`config.mk`:
```
export PLATFORM = sky130hd
export DESIGN_NAME = lsb_seq
export DESIGN_NICKNAME = d
export VERILOG_FILES = /design/src/rtl/lsb_pkg.sv /design/src/rtl/lsb_timer.sv /design/src/rtl/lsb_rx_pulse.sv /design/src/rtl/lsb_seq.sv
export SDC_FILE = /design/constraint.sdc
export NUM_CORES = 1
export LEC_CHECK = 0
export BUFFER_PORTS_ARGS = -buffer_cell sky130_fd_sc_hd__clkbuf_2
export CAP_MARGIN = 20
export CORE_ASPECT_RATIO = 0.6
export CORE_UTILIZATION = 59
export CTS_CLUSTER_DIAMETER = 50
export DETAILED_ROUTE_END_ITERATION = 16
export PLACE_DENSITY = 0.95
export SLEW_MARGIN = 25
export SYNTH_ARGS = -nofsm -noshare
export SYNTH_HDL_FRONTEND = slang
export SYNTH_HIERARCHICAL = 1
export SYNTH_SLANG_ARGS = --single-unit
```
`constraint.sdc`:
```
create_clock -name clk -period 5.37 [get_ports clk]
set_clock_uncertainty 0.2 [all_clocks]
set_input_delay 0.2685 -clock clk [delete_from_list [all_inputs] [get_ports clk]]
set_output_delay 0.2685 -clock clk [all_outputs]
set_load 0.01 [all_outputs]
```
`src/rtl/lsb_pkg.sv`:
```
package lsb_pkg;
  typedef enum logic [3:0] {
    S_IDLE, S_CAP_GEN1, S_TRAIN, S_WAIT_UP, S_RAISE_CAP,
    S_SPEED_REQ, S_WAIT_SPEED, S_WAIT_UP2, S_DONE, S_FAIL
  } lsb_state_t;

  localparam logic [3:0] SPD_GEN1 = 4'd1;
  localparam logic [3:0] SPD_GEN2 = 4'd2;
endpackage

```
`src/rtl/lsb_timer.sv`:
```
module lsb_timer #(
  parameter int TW = 16
) (
  input  logic          clk,
  input  logic          rst_n,
  input  logic          load,
  input  logic [TW-1:0] val,
  output logic          expired
);
  logic [TW-1:0] cnt_q;

  function automatic logic [TW-1:0] step(input logic [TW-1:0] c);
    return (c == '0) ? c : c - 1'b1;
  endfunction

  always_ff @(posedge clk) begin
    if (!rst_n)     cnt_q <= '0;
    else if (load)  cnt_q <= val;
    else            cnt_q <= step(cnt_q);
  end

  assign expired = (cnt_q == '0);

  assert_timer_reload_R7: assert property (@(posedge clk) disable iff (!rst_n)
    load |=> cnt_q == $past(val));
endmodule

```
`src/rtl/lsb_rx_pulse.sv`:
```
module lsb_rx_pulse #(
  parameter int TW = 16
) (
  input  logic          clk,
  input  logic          rst_n,
  input  logic          trig,
  input  logic [TW-1:0] hold,
  output logic          active
);
  logic [TW-1:0] left_q;

  always_ff @(posedge clk) begin
    if (!rst_n)             left_q <= '0;
    else if (trig)          left_q <= hold;
    else if (left_q != '0)  left_q <= left_q - 1'b1;
  end

  assign active = (left_q != '0);

  assert_pulse_start_R8: assert property (@(posedge clk) disable iff (!rst_n)
    (trig && hold != '0) |=> active);
endmodule

```
`src/rtl/lsb_seq.sv`:
```
module lsb_seq
  import lsb_pkg::*;
#(
  parameter int TW        = 16,
  parameter int SPW       = 4,
  parameter int MAX_POLLS = 200
) (
  input  logic           clk,
  input  logic           rst_n,
  input  logic           start,
  input  logic           gen2_allow,
  input  logic [TW-1:0]  up_timeout,
  input  logic [TW-1:0]  poll_interval,
  input  logic [TW-1:0]  rxrst_hold,
  input  logic           link_up_i,
  input  logic           in_training_i,
  input  logic           speed_chg_i,
  input  logic [SPW-1:0] cur_speed_i,
  output logic [SPW-1:0] max_speed_o,
  output logic           train_en_o,
  output logic           speed_chg_req_o,
  output logic           rx_data_ovrd_o,
  output logic           rx_pll_ovrd_o,
  output logic           busy_o,
  output logic           done_o,
  output logic           fail_o,
  output logic [SPW-1:0] speed_o
);
  localparam int PCW = $clog2(MAX_POLLS + 1);
  localparam logic [PCW-1:0] LAST_POLL = PCW'(MAX_POLLS - 1);

  lsb_state_t     st_q;
  logic [PCW-1:0] poll_q;
  logic           tmr_load, tmr_exp, rx_act;
  logic [TW-1:0]  tmr_val;

  // named internal events
  logic link_ok, poll_hit, poll_last, fail_go, start_acc, seq_idle;
  assign link_ok   = link_up_i && !in_training_i;
  assign poll_hit  = (st_q == S_WAIT_SPEED) && tmr_exp;
  assign poll_last = (poll_q == LAST_POLL);
  assign seq_idle  = (st_q == S_IDLE) || (st_q == S_DONE) || (st_q == S_FAIL);
  assign busy_o    = !seq_idle || rx_act;
  assign start_acc = start && !busy_o;
  assign fail_go   = ((st_q == S_WAIT_UP || st_q == S_WAIT_UP2) && !link_ok && tmr_exp)
                   || (poll_hit && speed_chg_i && poll_last);

  always_comb begin
    tmr_load = 1'b0;
    tmr_val  = up_timeout;
    unique case (st_q)
      S_TRAIN:      tmr_load = 1'b1;
      S_SPEED_REQ:  begin tmr_load = 1'b1; tmr_val = poll_interval; end
      S_WAIT_SPEED: if (poll_hit) begin
                      tmr_load = 1'b1;
                      tmr_val  = speed_chg_i ? poll_interval : up_timeout;
                    end
      default: ;
    endcase
  end

  lsb_timer #(.TW(TW)) u_tmr (
    .clk(clk), .rst_n(rst_n), .load(tmr_load), .val(tmr_val), .expired(tmr_exp)
  );

  lsb_rx_pulse #(.TW(TW)) u_rx (
    .clk(clk), .rst_n(rst_n), .trig(fail_go), .hold(rxrst_hold), .active(rx_act)
  );

  assign rx_data_ovrd_o = rx_act;
  assign rx_pll_ovrd_o  = rx_act;

  always_ff @(posedge clk) begin
    if (!rst_n) begin
      st_q            <= S_IDLE;
      poll_q          <= '0;
      max_speed_o     <= SPW'(SPD_GEN1);
      train_en_o      <= 1'b0;
      speed_chg_req_o <= 1'b0;
      done_o          <= 1'b0;
      fail_o          <= 1'b0;
      speed_o         <= '0;
    end else begin
      if (fail_go) begin
        st_q            <= S_FAIL;
        fail_o          <= 1'b1;
        speed_chg_req_o <= 1'b0;
      end else begin
        unique case (st_q)
          S_IDLE, S_DONE, S_FAIL: if (start_acc) begin
            st_q    <= S_CAP_GEN1;
            done_o  <= 1'b0;
            fail_o  <= 1'b0;
            speed_o <= '0;
          end
          S_CAP_GEN1: begin
            max_speed_o <= SPW'(SPD_GEN1);
            train_en_o  <= 1'b0;
            st_q        <= S_TRAIN;
          end
          S_TRAIN: begin
            train_en_o <= 1'b1;
            st_q       <= S_WAIT_UP;
          end
          S_WAIT_UP: if (link_ok) begin
            if (gen2_allow) st_q <= S_RAISE_CAP;
            else begin
              st_q    <= S_DONE;
              done_o  <= 1'b1;
              speed_o <= cur_speed_i;
            end
          end
          S_RAISE_CAP: begin
            max_speed_o <= SPW'(SPD_GEN2);
            st_q        <= S_SPEED_REQ;
          end
          S_SPEED_REQ: begin
            speed_chg_req_o <= 1'b1;
            poll_q          <= '0;
            st_q            <= S_WAIT_SPEED;
          end
          S_WAIT_SPEED: if (poll_hit) begin
            if (!speed_chg_i) begin
              speed_chg_req_o <= 1'b0;
              st_q            <= S_WAIT_UP2;
            end else begin
              poll_q <= poll_q + 1'b1;
            end
          end
          S_WAIT_UP2: if (link_ok) begin
            st_q    <= S_DONE;
            done_o  <= 1'b1;
            speed_o <= cur_speed_i;
          end
          default: st_q <= S_IDLE;
        endcase
      end
    end
  end

  assert_train_after_cap_R2: assert property (@(posedge clk) disable iff (!rst_n)
    $rose(train_en_o) |-> max_speed_o == SPW'(SPD_GEN1));
  assert_req_at_gen2_R4: assert property (@(posedge clk) disable iff (!rst_n)
    speed_chg_req_o |-> (max_speed_o == SPW'(SPD_GEN2)) && train_en_o);
  assert_poll_bound_R6: assert property (@(posedge clk) disable iff (!rst_n)
    poll_q < PCW'(MAX_POLLS));
  assert_done_needs_link_R7: assert property (@(posedge clk) disable iff (!rst_n)
    $rose(done_o) |-> $past(link_up_i && !in_training_i));
  assert_ovrd_on_fail_R8: assert property (@(posedge clk) disable iff (!rst_n)
    $rose(rx_data_ovrd_o) |-> fail_o && rx_pll_ovrd_o);
  assert_flags_excl_R9: assert property (@(posedge clk) disable iff (!rst_n)
    !(done_o && fail_o));
  assert_done_sticky_R9: assert property (@(posedge clk) disable iff (!rst_n)
    (done_o && !start) |=> done_o);
  assert_fail_sticky_R9: assert property (@(posedge clk) disable iff (!rst_n)
    (fail_o && !start) |=> fail_o);
  assert_busy_start_ignored_R10: assert property (@(posedge clk) disable iff (!rst_n)
    (start && busy_o) |=> st_q != S_CAP_GEN1);
endmodule

```
Word level (Yosys, flattened, before mapping)
Cells that the tools add are included.

Register bits: 56. Bits of input ports: 59. Output and inout bits: 15. Word-level logic and storage cells: 113.

Add/sub/neg operators: 3. Eq/ne operators: 23. Muxes and demuxes: 37. Bitwise gates (word level): 2. Reduce and logical (&&, ||, !) cells: 37.

Operator list (number): 16-bit two-way mux (6); 4-bit two-way mux (11); 16-bit one-hot mux with 2 select lines (1); 4-bit one-hot mux with 8 select lines (1); 16-bit by 1-bit subtractor with 16-bit output, second input constant (2); 4-bit by 3-bit equality test with 1-bit output, second input constant (4); 16-bit zero test (1); 8-bit two-way mux (2); 2-bit != test, second input constant (8); 8-bit one-hot mux with 2 select lines (1); 16-bit nonzero test (1); 3-bit != test, second input constant (5); 4-bit one-hot mux with 3 select lines (1); 2-bit nonzero test (6); 5-bit AND reduction (2); 1-bit two-way mux (9); 8-bit by 1-bit adder with 8-bit output, second input constant (1); 4-bit by 2-bit equality test with 1-bit output, second input constant (2); 4-bit equality test, second input constant (2); 8-bit equality test, second input constant (1); 4-bit one-hot mux with 2 select lines (1); 1-bit logical AND (7); 1-bit one-hot mux with 2 select lines (3); 2-bit AND reduction (3); other kinds (12) (21).

Logic depth before layout (Yosys ltp)
Depth after elaboration: 10. Mapped depth: 14.

Hierarchy
The synthesis kept the hierarchy.

By module, submodules not included: lsb_seq (instances 1, cells an instance 211, area each 1501.4 sq um, sequential area each 440.4 sq um); lsb_timer (instances 1, cells an instance 109, area each 915.9 sq um, sequential area each 320.3 sq um); lsb_rx_pulse (instances 1, cells an instance 108, area each 894.6 sq um, sequential area each 320.3 sq um).

Least setup slack after synthesis
Ideal clock, no wire load.

Kind: register to register. From: register u_tmr.cnt_q[3]. To: register u_rx.left_q[15]. Arrival time: 3.208 ns. Slack: 1.894 ns. Cell stages (with the launch flop): 15. Path through: dfxtp_1 -> or4_1 -> buf_6 -> nor2_1 -> nand3_1 -> nor4_1 -> and4_1 -> and4_1 -> nor2_1 -> inv_1 -> clkbuf_1 -> and2_1 -> clkbuf_1 -> nand2_1 -> o21ai_1.

Longest elaborated chain between the ends: 6. Elaborated cells between the ends (all ways): 8. Those cells by class: mux: 1; reduce/logical: 7.

Ends and longest elaborated chain: start: declaration (line lsb_timer.sv:10) `logic [TW-1:0] cnt_q;`; start signal: assignment (line lsb_timer.sv:18) `else if (load) cnt_q <= val;`; start signal: assignment (line lsb_timer.sv:19) `else cnt_q <= step(cnt_q);`; 16-bit zero test (*) (line lsb_timer.sv:22) `assign expired = (cnt_q == '0);`; named net tmr_exp (line lsb_seq.sv:34) `logic tmr_load, tmr_exp, rx_act;`; 1-bit logical AND (line lsb_seq.sv:40) `assign poll_hit = (st_q == S_WAIT_SPEED) && tmr_exp;`; 1-bit logical AND (2 in a row) (line lsb_seq.sv:46) `|| (poll_hit && speed_chg_i && poll_last);`; 1-bit logical OR (*) (line lsb_seq.sv:46); named net fail_go (line lsb_seq.sv:38) `logic link_ok, poll_hit, poll_last, fail_go, start_acc, seq_idle;`; 16-bit two-way mux / 2-bit nonzero test (equally long branches); end signal: assignment (line lsb_rx_pulse.sv:14) `else if (trig) left_q <= hold;`; end signal: assignment (line lsb_rx_pulse.sv:15) `else if (left_q != '0) left_q <= left_q - 1'b1;`; end: declaration (line lsb_rx_pulse.sv:10) `logic [TW-1:0] left_q;`.

Mark *: on every way through the listed nets, which the timed path passes. The rest lies on a longest branch. A chain may end at the register's enable or synchronous reset.

Worst setup path after layout
From: register u_tmr.cnt_q[3]. To: register u_rx.left_q[14].

The elaborated chain is that of the path after synthesis.

==> metrics.txt <==
area leader, netlist dfxtp_1; slowest CP cell or4_1; Synth Cell Area 0.00331 mm2; GP Congestion 0.924; IO Count 74; setup tns final 0 ns; die height 60.0 um; CTS tree built; Initial Utilization 0.633; Finished Cell Area 0.00383 mm2; core area 0.00523 mm2; Leak 1.58 nW; CTS Buf Count 5; nets@finish 558; hold path start cur_speed_i[0]; H-tree Lvls 2; CP top delay family simple AND/OR/NAND/NOR gates; launch point of the worst path u_tmr/cnt_q[3]$_SDFFE_PN0P_; ys flop type dfxtp_1; vias in the first global route 3014; CP peak stage delay 0.74 ns; CP max FO 13; initial antenna violation count 0; Die Area 0.00593 mm2; Post-synth EDFFs 0; sequential area share after synthesis 0.326; MaxCap Viol Count 0; PD cells 496 mW/mm2; port bufs 71; Startpoint Class flop; die width 98.7 um; Synth cell types 62; area grow syn2layout 15.8%; vias per cell 6.17; element type at the critical path end flop; area occupied by multi-input gates 0.00208 mm2; FP Rows 20; Longest Clk Path Bufs 2; status complete, no violations; arrival time worst endpoint 4.13 ns; DP HPWL 6300 um; largest net degree at the start of global routing 27; Clock Tree Root clkbuf_8; Residual DRC 0; total grt overflow 0; R2R Setup Slk 1.26 ns; Setup-failing EPs final 0; normalized max-slew margin 0.326; crit-path cells or4_1 > nor2_1 > nand3_1 > nor4_1 > and4_1 > and4_1 > nor2_1 > inv_1 > and2_1 > nand2_1 > o21ai_0; Hold WC Path Type primary input to flop; Setup CP Type flop to flop; top area cells in the synthesized netlist dfxtp_1, nand2_1, xor2_1; syn avg cell area 7.74 um2; GRT Overall Usage 0.319; crit path time final 4.11 ns; Hold Vio Cnt, Final 0; Yosys reg bits 54; Sink Count 54; Final period util 0.766; Total Routed Length 8980 um; worst r2r src u_tmr/cnt_q[3]$_SDFFE_PN0P_; Clock Latency Late Sink 0.31 ns; Pre-antenna DRT Iters 7; Hold Worst Slack 0.0103 ns; VDD IR max 245 uV; post-CTS setup buffers 0; fillers 375; Post-DP Area 0.00364 mm2; CP Buf/Inv Count 1; CP Data Required Time 5.39 ns; Routed Antenna Nets 0; RSZ-0062 raised after global routing false; mean routed wirelength per cell 15.9 um; DR vias 3472; Antenna Diode Count 0; share of layout cells above drive strength 1 0.205; Post-synth ARST share 0; Yosys Warn Count 6; top-area cell type share of the netlist area 0.326; Post-Synthesis Cells 428; first-pass GRT wire length 14600 um; Worst Max-Slew Pin Slew 1.01 ns; f_max 243 MHz; CTS clk-pin slew, worst paths 0.10 ns; 1st-iter DRT viols 475; PnR Total Power 1.90 mW; Register Area 0.00108 mm2; post-CTS resize count 0; Pins Over Slew Limit 0
-- registers in the layout, summed over array words and instances, names as in the netlist --
register         cells
train_en_o           1
done_o               1
poll_q               8
fail_o               1
u_tmr/cnt_q         16
speed_o              4
speed_chg_req_o      1
u_rx/left_q         16
max_speed_o          2
st_q                 4
-- kinds of logic (layout without fill, tap and decap cells) --
family                     after synthesis  after routing  synth area share
and+or+nand+nor                        237            237             0.399
AOI/OAI and AO/OA                       73             73             0.139
other                                    1              2           0.00113
buffers and inverters                   32            100            0.0476
xor gates and xnor gates                25             25            0.0661
DFF                                     54             54             0.326
muxes                                    3              3           0.00907
adders and majority gates                3              3            0.0113
-- metrics by stage --
| stage | utilization | std cells | setup slack [ns] |
|---|---|---|---|
| 2_1_floorplan | - | 429 | 1.89 |
| 3_3_place_gp | 0.695 | 544 | 1.76 |
| 3_5_place_dp | 0.695 | 544 | 1.49 |
| 4_1_cts | 0.733 | 563 | 1.43 |
| 5_1_grt | 0.733 | 563 | 1.01 |
| 6_report | 0.733 | 563 | 1.26 |
-- layer usage --
layer / track usage / routed length (um) / up-vias
li1: - / - / 1652
met1: 0.457 / 4150 / 1579
met2: 0.491 / 3790 / 215
met3: 0.0678 / 871 / 26
met4: 0.0874 / 166 / 0
met5: 0 / 0 / -
-- cell type report --
cell class / instances / share of cell area
Clock buffer: 6 / 0.0189
Sequential cell: 54 / 0.282
Tap cell: 66 / 0.0215
Multi-Input combinational cell: 343 / 0.542
Timing Repair Buffer: 83 / 0.123
Clock inverter: 2 / 0.00359
Inverter: 9 / 0.00881
-- worst min-delay path: cells and delay by family --
kind | cells | cell delay [ns]
compound gates | 1 | 0.06
buf+inv | 1 | 0.08
simple gates | 1 | 0.07
-- path summary, 6_finish.rpt --
kind,end,cells past startpoint
min reg2reg,poll_q[7]$_SDFFE_PN0P_,2
max,u_rx/left_q[14]$_SDFFE_PN0P_,11
max reg2reg,u_rx/left_q[14]$_SDFFE_PN0P_,11
min,speed_o[0]$_SDFFE_PN0P_,3
-- report_power, final --
part           internal (mW)  switching (mW)
Sequential             0.512           0.176
Clock                 0.0924           0.136
Combinational          0.418           0.567
-- cell usage in the layout (no fill, tap or decap), types with 5 or more instances in the layout --
cell and count:
a21oi_1 17, clkbuf_2 71, clkbuf_8 5, dfxtp_1 54, dlygate4sd3_1 11, inv_1 9, nand2_1 95, nand2b_1 10
nand3_1 21, nand3b_1 6, nand4_1 18, nor2_1 21, nor2b_1 6, nor3_1 8, o21ai_0 16, o21ai_1 12
or3_1 6, or4_1 9, xnor2_1 10, xor2_1 15
-- repair_timing --
action	CTS	global route
endpoints found under the setup margin	0	0
hold endpoints to repair	11	0
hold buffers	11	0
-- cells in the mapped netlist (all sizes together) (6+ instances only) --
| cell type | count |
|---|---|
| dfxtp | 54 |
| xor2 | 15 |
| nand4 | 18 |
| or4 | 10 |
| o21ai | 31 |
| nand3b | 6 |
| nor2 | 22 |
| nand2 | 96 |
| nand3 | 21 |
| nor4 | 8 |
| clkbuf | 11 |
| inv | 9 |
| nand2b | 10 |
| a21oi | 17 |
| nor2b | 7 |
| nor3 | 11 |
| or3 | 6 |
| and3 | 6 |
| xnor2 | 10 |
| buf | 12 |
(Power assumes the default switching activity.)
